`src/rtl/brwin_pkg.sv`:
```
// Shared types and constants for the bridge address window decoder.
// Assumes 64-bit byte addresses on the primary side.
package brwin_pkg;

    localparam int ADDR_W      = 64;
    localparam int IO_GRAN_W   = 12;   // I/O limit fill width (4 KiB)
    localparam int MEM_GRAN_W  = 20;   // memory limit fill width (1 MiB)
    localparam int VGA_SPANS   = 3;    // one memory and two I/O legacy ranges

    typedef enum logic [2:0] {
        WIN_NONE = 3'd0,
        WIN_IO   = 3'd1,
        WIN_MEM  = 3'd2,
        WIN_PREF = 3'd3,
        WIN_VGA  = 3'd4
    } brwin_sel_e;

    typedef enum logic [1:0] {
        KIND_IO   = 2'd0,
        KIND_MEM  = 2'd1,
        KIND_PREF = 2'd2
    } brwin_kind_e;

    typedef struct packed {
        logic [ADDR_W-1:0] lo;
        logic [ADDR_W-1:0] hi;
    } brwin_span_t;

    // Fixed legacy display ranges: index 0 memory, 1 and 2 I/O.
    function automatic brwin_span_t vga_span(input int idx);
        brwin_span_t s;
        case (idx)
            0:       begin s.lo = 64'h000A_0000; s.hi = 64'h000B_FFFF; end
            1:       begin s.lo = 64'h0000_03B0; s.hi = 64'h0000_03BB; end
            default: begin s.lo = 64'h0000_03C0; s.hi = 64'h0000_03DF; end
        endcase
        return s;
    endfunction

endpackage

```
`src/rtl/brwin_span_build.sv`:
```
// Rebuilds one bridge window's full base and limit from its packed
// register fields. KIND selects the I/O, memory or prefetchable layout.
// Assumes a type nibble of 4'h1 marks the wide (32/64-bit) form.
module brwin_span_build
    import brwin_pkg::*;
#(
    parameter brwin_kind_e KIND = KIND_MEM
) (
    input  logic [15:0]   base_reg,
    input  logic [15:0]   limit_reg,
    input  logic [31:0]   base_up,
    input  logic [31:0]   limit_up,
    output brwin_span_t   span,
    output logic          base_wide
);

    localparam logic [3:0] WIDE_CODE = 4'h1;

    logic limit_wide;

    // Decode the type nibble of each register.
    always_comb begin
        base_wide  = (base_reg[3:0]  == WIDE_CODE);
        limit_wide = (limit_reg[3:0] == WIDE_CODE);
    end

    generate
        if (KIND == KIND_IO) begin : g_io
            logic unused_io;
            assign unused_io = ^{base_reg[15:8], limit_reg[15:8],
                                 base_up[31:16], limit_up[31:16]};
            // Assemble the I/O span with 4 KiB limit fill.
            always_comb begin
                span.lo = '0;
                span.hi = '0;
                span.lo[15:IO_GRAN_W] = base_reg[7:4];
                span.hi[15:IO_GRAN_W] = limit_reg[7:4];
                span.hi[IO_GRAN_W-1:0] = '1;
                if (base_wide)  span.lo[31:16] = base_up[15:0];
                if (limit_wide) span.hi[31:16] = limit_up[15:0];
            end
        end else if (KIND == KIND_MEM) begin : g_mem
            logic unused_mem;
            assign unused_mem = ^{base_up, limit_up, base_wide, limit_wide};
            // Assemble the 32-bit memory span with 1 MiB limit fill.
            always_comb begin
                span.lo = '0;
                span.hi = '0;
                span.lo[31:MEM_GRAN_W] = base_reg[15:4];
                span.hi[31:MEM_GRAN_W] = limit_reg[15:4];
                span.hi[MEM_GRAN_W-1:0] = '1;
            end
        end else begin : g_pref
            // Assemble the prefetchable span, wide when the type says so.
            always_comb begin
                span.lo = '0;
                span.hi = '0;
                span.lo[31:MEM_GRAN_W] = base_reg[15:4];
                span.hi[31:MEM_GRAN_W] = limit_reg[15:4];
                span.hi[MEM_GRAN_W-1:0] = '1;
                if (base_wide)  span.lo[ADDR_W-1:32] = base_up;
                if (limit_wide) span.hi[ADDR_W-1:32] = limit_up;
            end
        end
    endgenerate

endmodule

```
`src/rtl/brwin_span_match.sv`:
```
// Inclusive range test of an address against one span.
// Assumes an inverted span (limit below base) must never match.
module brwin_span_match
    import brwin_pkg::*;
(
    input  logic [ADDR_W-1:0] addr,
    input  brwin_span_t       span,
    input  logic              enable,
    output logic              hit
);

    logic non_empty;
    logic above_lo;
    logic below_hi;

    // Compare both ends inclusively and gate with the enable.
    always_comb begin
        non_empty = (span.lo <= span.hi);
        above_lo  = (addr >= span.lo);
        below_hi  = (addr <= span.hi);
        hit       = enable & non_empty & above_lo & below_hi;
    end

endmodule

```
`src/rtl/brwin_decoder.sv`:
```
// Top of the bridge address window decoder. Rebuilds the three bridge
// windows, tests the request address against them and the legacy display
// ranges, picks the reporting window by priority and registers the result.
// Assumes config inputs are stable while a request is strobed.
module brwin_decoder
    import brwin_pkg::*;
(
    input  logic              clk,
    input  logic              rst_n,
    input  logic              req_valid,
    input  logic              req_is_io,
    input  logic [63:0]       req_addr,
    input  logic [7:0]        io_base_reg,
    input  logic [7:0]        io_limit_reg,
    input  logic [15:0]       io_base_up,
    input  logic [15:0]       io_limit_up,
    input  logic [15:0]       mem_base_reg,
    input  logic [15:0]       mem_limit_reg,
    input  logic [15:0]       pf_base_reg,
    input  logic [15:0]       pf_limit_reg,
    input  logic [31:0]       pf_base_up,
    input  logic [31:0]       pf_limit_up,
    input  logic              cmd_io_en,
    input  logic              cmd_mem_en,
    input  logic              vga_en,
    output logic              rsp_valid,
    output logic              rsp_forward,
    output logic [2:0]        rsp_window
);

    brwin_span_t       io_span, mem_span, pf_span;
    logic              io_wide, mem_wide_unused, pf_wide_unused;
    logic [ADDR_W-1:0] io_addr;
    logic              io_hit, mem_hit, pf_hit;
    logic [VGA_SPANS-1:0] vga_hit;
    brwin_sel_e        pick;
    logic              fwd_next;

    brwin_span_build #(.KIND(KIND_IO)) u_io_build (
        .base_reg  ({8'h00, io_base_reg}),
        .limit_reg ({8'h00, io_limit_reg}),
        .base_up   ({16'h0000, io_base_up}),
        .limit_up  ({16'h0000, io_limit_up}),
        .span      (io_span),
        .base_wide (io_wide)
    );

    brwin_span_build #(.KIND(KIND_MEM)) u_mem_build (
        .base_reg  (mem_base_reg),
        .limit_reg (mem_limit_reg),
        .base_up   (32'h0),
        .limit_up  (32'h0),
        .span      (mem_span),
        .base_wide (mem_wide_unused)
    );

    brwin_span_build #(.KIND(KIND_PREF)) u_pf_build (
        .base_reg  (pf_base_reg),
        .limit_reg (pf_limit_reg),
        .base_up   (pf_base_up),
        .limit_up  (pf_limit_up),
        .span      (pf_span),
        .base_wide (pf_wide_unused)
    );

    // Narrow the I/O address view to 16 or 32 bits per the base type.
    always_comb begin
        io_addr = '0;
        if (io_wide) io_addr[31:0] = req_addr[31:0];
        else         io_addr[15:0] = req_addr[15:0];
    end

    brwin_span_match u_io_match (
        .addr   (io_addr),
        .span   (io_span),
        .enable (cmd_io_en & req_is_io),
        .hit    (io_hit)
    );

    brwin_span_match u_mem_match (
        .addr   (req_addr),
        .span   (mem_span),
        .enable (cmd_mem_en & ~req_is_io),
        .hit    (mem_hit)
    );

    brwin_span_match u_pf_match (
        .addr   (req_addr),
        .span   (pf_span),
        .enable (cmd_mem_en & ~req_is_io),
        .hit    (pf_hit)
    );

    generate
        for (genvar g = 0; g < VGA_SPANS; g++) begin : g_vga
            localparam bit IS_MEM = (g == 0);
            brwin_span_match u_vga_match (
                .addr   (IS_MEM ? req_addr : io_addr),
                .span   (vga_span(g)),
                .enable (vga_en & (IS_MEM ? ~req_is_io : req_is_io)),
                .hit    (vga_hit[g])
            );
        end
    endgenerate

    // Choose the reporting window by fixed priority.
    always_comb begin
        if (pf_hit)         pick = WIN_PREF;
        else if (mem_hit)   pick = WIN_MEM;
        else if (io_hit)    pick = WIN_IO;
        else if (|vga_hit)  pick = WIN_VGA;
        else                pick = WIN_NONE;
        fwd_next = pf_hit | mem_hit | io_hit | (|vga_hit);
    end

    // Register the decision one cycle after the request strobe.
    always_ff @(posedge clk) begin
        if (!rst_n) begin
            rsp_valid   <= 1'b0;
            rsp_forward <= 1'b0;
            rsp_window  <= WIN_NONE;
        end else begin
            rsp_valid <= req_valid;
            if (req_valid) begin
                rsp_forward <= fwd_next;
                rsp_window  <= pick;
            end
        end
    end

endmodule

```
`config.mk`:
```
export PLATFORM = sky130hd
export DESIGN_NAME = brwin_decoder
export DESIGN_NICKNAME = d
export VERILOG_FILES = /design/src/rtl/brwin_pkg.sv /design/src/rtl/brwin_span_build.sv /design/src/rtl/brwin_span_match.sv /design/src/rtl/brwin_decoder.sv
export SDC_FILE = /design/constraint.sdc
export NUM_CORES = 1
export LEC_CHECK = 0
export BUFFER_PORTS_ARGS = -buffer_cell sky130_fd_sc_hd__buf_4
export CAP_MARGIN = 5
export CORE_UTILIZATION = 29
export DETAILED_ROUTE_END_ITERATION = 7
export GPL_TIMING_DRIVEN = 0
export PLACE_DENSITY_LB_ADDON = 0.2
export SETUP_SLACK_MARGIN = 0.02
export SYNTH_ARGS = -nofsm -noshare
export SYNTH_HDL_FRONTEND = slang
export SYNTH_SLANG_ARGS = --single-unit
```
`constraint.sdc`:
```
create_clock -name clk -period 4.1 [get_ports clk]
set_clock_uncertainty 0.1 [all_clocks]
set_input_delay 0.615 -clock clk [delete_from_list [all_inputs] [get_ports clk]]
set_output_delay 0.615 -clock clk [all_outputs]
set_load 0.03 [all_outputs]
```
==> impl_table.tex, run 1 <==
\begin{tabular}{lr}
\hline
Metric & Value \\
\hline
\multicolumn{2}{l}{\textbf{Clock network}} \\
Cts-stage hold buffer count & 0 \\
Number of clock sinks & 5 \\
Max H-tree Level & 1 \\
Inserted Clock Buffers & 3 \\
Clock insertion delay at the later pin of the skew report & 0.23 ns \\
Clock transition at the register clock pins on the worst setup and hold paths after CTS & 0.04 ns \\
Cell chosen for the clock root & sky130\_fd\_sc\_hd\_\_clkbuf\_16 \\
Setup bufs post-CTS & 0 \\
Clock tree from TritonCTS & yes \\
Max Root-Sink Buffers & 2 \\
\multicolumn{2}{l}{\textbf{Power and ir drop}} \\
Total power density per cell area & slightly above 100 mW/mm\^{}2 \\
Maximum VDD drop & approximately 0.13 mV \\
Cell leakage power & 0.004550 uW \\
\multicolumn{2}{l}{\textbf{Layout}} \\
Number of nets in the finished design & 1582 \\
Final standard cell area without fillers & 0.008428 mm\^{}2 \\
Antenna diode instance count & 0 \\
Synthesis-to-layout area growth & 37.11\% \\
Share of final-layout standard cells stronger than drive strength 1 & about a quarter \\
Most common cell after layout, fill and taps aside & sky130\_fd\_sc\_hd\_\_buf\_4 \\
Total area of multi-input combinational cells & 0.005652 mm\^{}2 \\
Most used cells in the layout excluding fill and tap cells & 242 x sky130\_fd\_sc\_hd\_\_buf\_4, 225 x sky130\_fd\_sc\_hd\_\_ha\_1, 142 x sky130\_fd\_sc\_hd\_\_nand2\_1, 104 x sky130\_fd\_sc\_hd\_\_inv\_1, 79 x sky130\_fd\_sc\_hd\_\_a21oi\_1 \\
Register area & 100.1 um\^{}2 \\
Number of filler cells placed in the layout & 2193 \\
\multicolumn{2}{l}{\textbf{Yosys}} \\
Mapped Avg Cell Area & between 7 and 8 um\^{}2 \\
Most area-hungry cell type in the Yosys netlist & sky130\_fd\_sc\_hd\_\_ha\_1 \\
Post-Synthesis Cells & 863 \\
Synthesis Warnings & 0 \\
Most area-consuming cells after synthesis & sky130\_fd\_sc\_hd\_\_ha\_1 46\%, sky130\_fd\_sc\_hd\_\_nand2\_1 8.7\%, sky130\_fd\_sc\_hd\_\_a21oi\_1 6.4\% \\
Number of distinct standard cells referenced by the synthesized netlist & 49 \\
Number of flip-flops and latches in the synthesized netlist & 5 \\
Proportion of netlist area held by the largest area contributor & 45.80\% \\
Post-synth net total & 1335 \\
Sequential area share after synthesis & 1.628\% \\
Cell Area, Synth & $\sim$0.0061 mm\^{}2 \\
\multicolumn{2}{l}{\textbf{Timing}} \\
Tightest slew margin relative to the limit & 62.29\% \\
Worst hold slack after final layout & between 0.4 and 0.5 ns \\
Post-route setup slack & around 0.37 ns \\
Final number of setup-violating endpoints & 0 \\
Final TNS setup & 0 ns \\
Part of the cycle the worst path needs & 91.07\% \\
Tmin final & about 3.7 ns \\
Fmax & 267.8 MHz \\
Unrepaired setup endpoints after global routing & false \\
Number of max-slew violations in the final report & 0 \\
Transition time at the pin with the least slew margin & roughly 0.56 ns \\
Total count of hold-check failures in the final report & 0 \\
\multicolumn{2}{l}{\textbf{Setup path}} \\
Worst EP required & 4.14 ns \\
FF-to-FF path depth & 2 \\
Crit-path max FO & 10 \\
CP endpoint kind & flop \\
Worst reg-to-reg setup slack & roughly 3.3 ns \\
Startpoint kind of the worst setup timing path & input port \\
Destination of the worst register-to-register timing path & rsp\_forward\$\_SDFFE\_PN0P\_ \\
Arrival time at the worst endpoint & 3.78 ns \\
Crit-path slowest cell & sky130\_fd\_sc\_hd\_\_nor4b\_4 \\
Number of cells on the critical path & 13 \\
Cell family with the largest share of critical-path delay & compound AO/OA/AOI/OAI gates \\
Worst setup path endpoint & rsp\_window[2]\$\_SDFFE\_PN0P\_ \\
Sum of buffers and inverters on the critical path & 2 \\
Startpoint of the worst-slack reg-to-reg timing path & rsp\_forward\$\_SDFFE\_PN0P\_ \\
Crit-path cells & buf\_4, nor4b\_4, clkbuf\_1, nand2\_1, ha\_1, nand4\_1, nor3\_1, a221oi\_1, o21ai\_1, a2111oi\_0, o211ai\_1, o211ai\_1, a211oi\_1 \\
CP peak stage delay & $\sim$0.46 ns \\
Crit-path most repeated cell & sky130\_fd\_sc\_hd\_\_o211ai\_1 \\
Startpoint of the worst setup timing path & io\_limit\_reg[1] \\
Critical path start-end classification & input port to flop \\
\multicolumn{2}{l}{\textbf{Floorplan}} \\
Standard cell core area & 0.02049 mm\^{}2 \\
Std cell rows & 52 \\
Die footprint & 0.02178 mm\^{}2 \\
Vertical extent of the die & 147.6 um \\
Die Span X & about 150 um \\
Ports placed on the boundary & 252 \\
Effective utilization at floorplan & 29.99\% \\
\multicolumn{2}{l}{\textbf{Job}} \\
\# Max-Cap Violations & 0 \\
\multicolumn{2}{l}{\textbf{Route}} \\
Wire per inst & 15.73 um \\
DRC violation count after routing & 0 \\
Aggregate routed wire length & 21690 um \\
Post-detailed-route via-to-cell ratio & 5.027 \\
Initial DRT Pass Iterations & 5 \\
DRC marker count from the first detailed-route iteration & approximately 280 \\
Detail Route Antenna Nets & 0 \\
Number of vias in the routed layout & 6932 \\
\multicolumn{2}{l}{\textbf{Global route}} \\
Congestion Overflow GR & 0 \\
Number of antenna violations at the first check in global routing & 0 \\
Largest net degree at the start of global routing & 11 \\
Wire length of the first global-routing pass & about 34000 um \\
Total global-route track usage & 19.49\% \\
Via count of the first global-routing pass & 6906 \\
\multicolumn{2}{l}{\textbf{Placement}} \\
Post-DP Area & 0.008302 mm\^{}2 \\
Final Wtd Congestion & 0.8748 \\
Half-perimeter wire length after placement & roughly 20000 um \\
Worst slack at placement & -0.5075 ns \\
Quantity of I/O buffers inserted on ports & 242 \\
\multicolumn{2}{l}{\textbf{Run status}} \\
Result of the run & finished clean \\
\multicolumn{2}{l}{\textbf{Worst hold path}} \\
Worst hold-check path type & flop to flop \\
\hline
\end{tabular}
-- cells in the mapped netlist, drive strengths merged --
cell,n
a2111oi,4
a211o,2
a211oi,10
a21boi,1
a21o,20
a21oi,79
a221o,3
a221oi,7
a22oi,2
a311oi,1
a31oi,5
a32oi,1
a41oi,1
and2,27
and3,1
and3b,1
and4,5
and4b,2
clkbuf,11
dfxtp,5
ha,225
inv,105
nand2,142
nand2b,3
nand3,22
nand3b,2
nand4,40
nor2,32
nor2b,4
nor3,10
nor4,20
nor4b,4
nor4bb,1
o2111ai,1
o211ai,9
o21a,2
o21ai,40
o21bai,2
o221ai,1
o22ai,1
o41ai,1
or2,2
or3,1
or4,5
-- worst min-delay path: cells and delay by family (launching register included) --
family         cells  cell delay (ns)
flip-flops         1             0.30
AO/OA/AOI/OAI      2             0.18
-- final cells by class --
cell class              instances  share of cell area (%)
multi-input cells             742                   67.06
clock buffers                   3                  0.8907
clock inverters                 1                 0.05938
flip-flops and latches          5                   1.188
inverters                     105                   4.676
repair buffers                242                   21.56
well taps                     270                   4.008
plain buffers                  11                  0.5641
-- worst min path at each step --
stage | start | endpoint | cells after the start
global route | rsp_window[1]$_SDFFE_PN0P_ | rsp_window[1]$_SDFFE_PN0P_ | 2
finish | rsp_window[1]$_SDFFE_PN0P_ | rsp_window[1]$_SDFFE_PN0P_ | 2
global placement | rsp_window[1]$_SDFFE_PN0P_ | rsp_window[1]$_SDFFE_PN0P_ | 2
CTS | rsp_window[1]$_SDFFE_PN0P_ | rsp_window[1]$_SDFFE_PN0P_ | 2
detailed placement | rsp_window[1]$_SDFFE_PN0P_ | rsp_window[1]$_SDFFE_PN0P_ | 2
floorplan | rsp_window[1]$_SDFFE_PN0P_ | rsp_window[1]$_SDFFE_PN0P_ | 2
-- per-layer routing --
metal | global-route usage (%) | wire (um) | vias to the layer above
li1 | - | - | 3668
met1 | 27.93 | 10700 | 3070
met2 | 32.19 | 9608 | 179
met3 | 1.852 | 1120 | 15
met4 | 2.320 | 262 | 0
met5 | 0 | 0 | -
-- flip-flops by register name, summed over array words and instances (netlist names) --
| signal | flops |
|---|---|
| rsp_forward | 1 |
| rsp_window | 3 |
| rsp_valid | 1 |
-- per-stage QoR --
| step | instances | power [uW] | utilization [%] |
|---|---|---|---|
| finish | 1379 | 853.4 | 41.12 |
| global route | 1379 | 949.7 | 41.12 |
| CTS | 1379 | 859.9 | 41.05 |
| detailed placement | 1375 | 690.5 | 40.51 |
| global placement | 1375 | 682.0 | 40.51 |
| floorplan | 863 | 372.4 | - |
-- cell families (layout without fill, tap and decap cells) --
kind of cell / count (synthesis) / after routing / synth area share (%)
simple gates: 324 / 324 / 26.26
compound gates: 193 / 193 / 19.23
flops: 5 / 5 / 1.628
fa+ha+maj: 225 / 225 / 45.80
buf+inv: 116 / 362 / 7.083
-- repair_timing --
action	in CTS	in global routing
endpoints found under the setup margin	4	4
gates resized for setup	5	11
pin swaps	0	0
-- power breakdown --
group	total (uW)	leakage (uW)	internal, uW	switching [uW]
sequential	53.2	0.0000412	51.8	1.36
clock	160	0.0000409	127	32.6
combinational	640	0.00447	326	314
(Power assumes the default switching activity.)
==> inputs of run 2 (changes only) <==
--- a/config.mk
+++ b/config.mk
@@ -7,6 +7,7 @@
 export LEC_CHECK = 0
 export BUFFER_PORTS_ARGS = -buffer_cell sky130_fd_sc_hd__buf_4
 export CAP_MARGIN = 5
+export CORE_MARGIN = 3
 export CORE_UTILIZATION = 29
 export DETAILED_ROUTE_END_ITERATION = 7
 export GPL_TIMING_DRIVEN = 0
==> run 2 against run 1 <==
Compared with the run above:
- utilization about the same
- critical path depth shrank 1
- critical endpoint is now rsp_forward$_SDFFE_PN0P_
- sequential power about the same
- design area rose by 0.25%
- first-iteration DRC count down 6.3%
- clock-buffer cell count unchanged
- power is 0.46% higher
- combinational power up 0.6%
- maximum frequency grew 1.5%
- critical path type unchanged
- sequential cell count unchanged
- non-clock buffer count unchanged
==> impl_table.tex, run 2 (synthesis results as in run 1) <==
\begin{tabular}{lr}
\hline
Metric & Value \\
\hline
\multicolumn{2}{l}{\textbf{Timing}} \\
Part of the cycle the worst path needs & 89.77\% (-1.3 points) \\
Fmax & 271.7 MHz (+1.5\%) \\
Final number of setup-violating endpoints & 0 (unchanged) \\
Unrepaired setup endpoints after global routing & false \\
Total count of hold-check failures in the final report & 0 (unchanged) \\
Worst hold slack after final layout & 0.4416 ns (+0.01207 ns) \\
Transition time at the pin with the least slew margin & 0.5956 ns (+0.03509 ns) \\
Number of max-slew violations in the final report & 0 (unchanged) \\
Tightest slew margin relative to the limit & 59.93\% (-2.4 points) \\
Tmin final & 3.681 ns (-0.05345 ns) \\
Post-route setup slack & 0.4194 ns (+0.05345 ns) \\
\multicolumn{2}{l}{\textbf{Clock network}} \\
Max H-tree Level & 1 (unchanged) \\
Setup bufs post-CTS & 0 (unchanged) \\
Max Root-Sink Buffers & 2 (unchanged) \\
Cts-stage hold buffer count & 0 (unchanged) \\
Inserted Clock Buffers & 3 (unchanged) \\
Cell chosen for the clock root & sky130\_fd\_sc\_hd\_\_clkbuf\_16 \\
Clock tree from TritonCTS & yes \\
Clock transition at the register clock pins on the worst setup and hold paths after CTS & 0.04 ns (about the same) \\
Clock insertion delay at the later pin of the skew report & 0.23 ns (about the same) \\
Number of clock sinks & 5 (unchanged) \\
\multicolumn{2}{l}{\textbf{Floorplan}} \\
Ports placed on the boundary & 252 (unchanged) \\
Die footprint & 0.02298 mm\^{}2 (+5.5\%) \\
Std cell rows & 52 (unchanged) \\
Die Span X & 151.6 um (+2.7\%) \\
Effective utilization at floorplan & 29.90\% (-0.095 points) \\
Vertical extent of the die & 151.6 um (+2.7\%) \\
Standard cell core area & 0.02056 mm\^{}2 (+0.32\%) \\
\multicolumn{2}{l}{\textbf{Setup path}} \\
Critical path start-end classification & input port to flop \\
Crit-path max FO & 10 (unchanged) \\
Startpoint kind of the worst setup timing path & input port \\
CP endpoint kind & flop \\
Worst reg-to-reg setup slack & 3.30 ns (about the same) \\
Worst EP required & 4.09 ns (-0.05 ns) \\
Arrival time at the worst endpoint & 3.67 ns (-0.11 ns) \\
\multicolumn{2}{l}{\textbf{Global route}} \\
Via count of the first global-routing pass & 6939 (+0.48\%) \\
Number of antenna violations at the first check in global routing & 0 (unchanged) \\
Largest net degree at the start of global routing & 11 (unchanged) \\
Total global-route track usage & 18.50\% (-0.99 points) \\
Wire length of the first global-routing pass & 34310 um (+0.24\%) \\
Congestion Overflow GR & 0 (unchanged) \\
\multicolumn{2}{l}{\textbf{Layout}} \\
Most common cell after layout, fill and taps aside & sky130\_fd\_sc\_hd\_\_buf\_4 \\
Antenna diode instance count & 0 (unchanged) \\
Largest register FFs & 3 (unchanged) \\
Share of final-layout standard cells stronger than drive strength 1 & 23.81\% (+0.18 points) \\
Number of filler cells placed in the layout & 2222 (+1.3\%) \\
Register name with the most flops & rsp\_window \\
Synthesis-to-layout area growth & 37.45\% \\
Post-Route Utilization & 41.10\% (about the same) \\
Registers with the most flip-flops & rsp\_window x3, rsp\_forward x1, rsp\_valid x1 \\
Number of nets in the finished design & 1582 (unchanged) \\
Most used cells in the layout excluding fill and tap cells & 242 x sky130\_fd\_sc\_hd\_\_buf\_4, 225 x sky130\_fd\_sc\_hd\_\_ha\_1, 142 x sky130\_fd\_sc\_hd\_\_nand2\_1, 104 x sky130\_fd\_sc\_hd\_\_inv\_1, 79 x sky130\_fd\_sc\_hd\_\_a21oi\_1 \\
\multicolumn{2}{l}{\textbf{Placement}} \\
Final Wtd Congestion & 0.9032 (+3.2\%) \\
Half-perimeter wire length after placement & 20680 um (+3.2\%) \\
Worst slack at placement & -0.4684 ns (+0.03903 ns) \\
Quantity of I/O buffers inserted on ports & 242 (unchanged) \\
\multicolumn{2}{l}{\textbf{Route}} \\
Initial DRT Pass Iterations & 5 (unchanged) \\
DRC marker count from the first detailed-route iteration & 266 (-6.3\%) \\
Wire per inst & 16.18 um (+2.9\%) \\
Detail Route Antenna Nets & 0 (unchanged) \\
DRC violation count after routing & 0 (unchanged) \\
Post-detailed-route via-to-cell ratio & 5.052 (+0.50\%) \\
Aggregate routed wire length & 22310 um (+2.9\%) \\
Number of vias in the routed layout & 6967 (+0.50\%) \\
\multicolumn{2}{l}{\textbf{Power and ir drop}} \\
Cell leakage power & 0.004557 uW (+0.14\%) \\
Total power density per cell area & 101.5 mW/mm\^{}2 (+0.21\%) \\
Maximum VDD drop & 0.1310 mV (+4.3\%) \\
Overall power of the completed layout & 857.3 uW (+0.46\%) \\
\multicolumn{2}{l}{\textbf{Worst hold path}} \\
Worst hold-check path type & flop to flop \\
\multicolumn{2}{l}{\textbf{Job}} \\
\# Max-Cap Violations & 0 (unchanged) \\
\multicolumn{2}{l}{\textbf{Run status}} \\
Result of the run & finished clean \\
\hline
\end{tabular}
-- run 2: cell types whose count changed in the layout (fill, tap and decap cells not counted) --
cell	before	now
sky130_fd_sc_hd__nor4b_4	1	2
sky130_fd_sc_hd__nor4bb_1	1	0
sky130_fd_sc_hd__nor4b_2	3	2
sky130_fd_sc_hd__nor4_1	19	18
sky130_fd_sc_hd__nor4_2	1	2
sky130_fd_sc_hd__nor4bb_2	0	1
-- run 2: final cells by class --
type                            instances  area (um^2)  area share [%]
Buffer                                 11        47.55          0.5627
Sequential cell                         5        100.1           1.185
Clock buffer                            3        75.07          0.8885
Inverter                              105        394.1           4.665
Multi-Input combinational cell        742         5673           67.14
Timing Repair Buffer                  242         1817           21.50
Clock inverter                          1        5.005         0.05923
Tap cell                              270        337.8           3.998
-- run 2: timing repair --
item | in CTS | in global routing
setup endpoints to repair | 4 | 4
endpoints found under the hold margin | 0 | 0
resized for setup | 4 | 15
-- run 2: power by group --
group | internal [uW] | total (uW) | switching, uW
clock network | 127 | 160 | 32.8
logic | 328 | 644 | 316
registers | 51.8 | 53.2 | 1.33
total | 507 | 857 | 350
-- run 2: stage by stage --
stage | instance area, um^2 | setup TNS, ns | cells
floorplan | 6147 | 0 | 863
global placement | 8302 | -1.479 | 1375
detailed placement | 8302 | -1.573 | 1375
CTS | 8407 | 0 | 1379
global route | 8449 | 0 | 1379
finish | 8449 | 0 | 1379
-- run 2: routing by layer --
layer	up-vias	wire (um)	GRT usage [%]
met3	6	1121	1.517
met2	163	10150	30.90
met1	3129	10930	27.08
li1	3669	-	-
met4	0	118	1.258
met5	-	0	0
-- run 2: path summary, 6_finish.rpt --
path / startpoint / end / depth (start not counted)
setup / recovery: pf_limit_reg[1] / rsp_forward$_SDFFE_PN0P_ / 12
hold / removal: rsp_window[1]$_SDFFE_PN0P_ / rsp_window[1]$_SDFFE_PN0P_ / 2
setup reg to reg: rsp_forward$_SDFFE_PN0P_ / rsp_forward$_SDFFE_PN0P_ / 2
hold reg to reg: rsp_window[1]$_SDFFE_PN0P_ / rsp_window[1]$_SDFFE_PN0P_ / 2
-- run 2: critical path: stages --
cell and delay, ns:
sky130_fd_sc_hd__buf_4 0.11, sky130_fd_sc_hd__nor4b_2 0.51, sky130_fd_sc_hd__clkbuf_1 0.41, sky130_fd_sc_hd__nand2_1 0.17, sky130_fd_sc_hd__ha_1 0.33, sky130_fd_sc_hd__nand4_1 0.18, sky130_fd_sc_hd__nor4_2 0.44, sky130_fd_sc_hd__nand3_1 0.17
sky130_fd_sc_hd__a31oi_1 0.28, sky130_fd_sc_hd__a211o_1 0.16, sky130_fd_sc_hd__or2_1 0.17, sky130_fd_sc_hd__a41oi_2 0.12
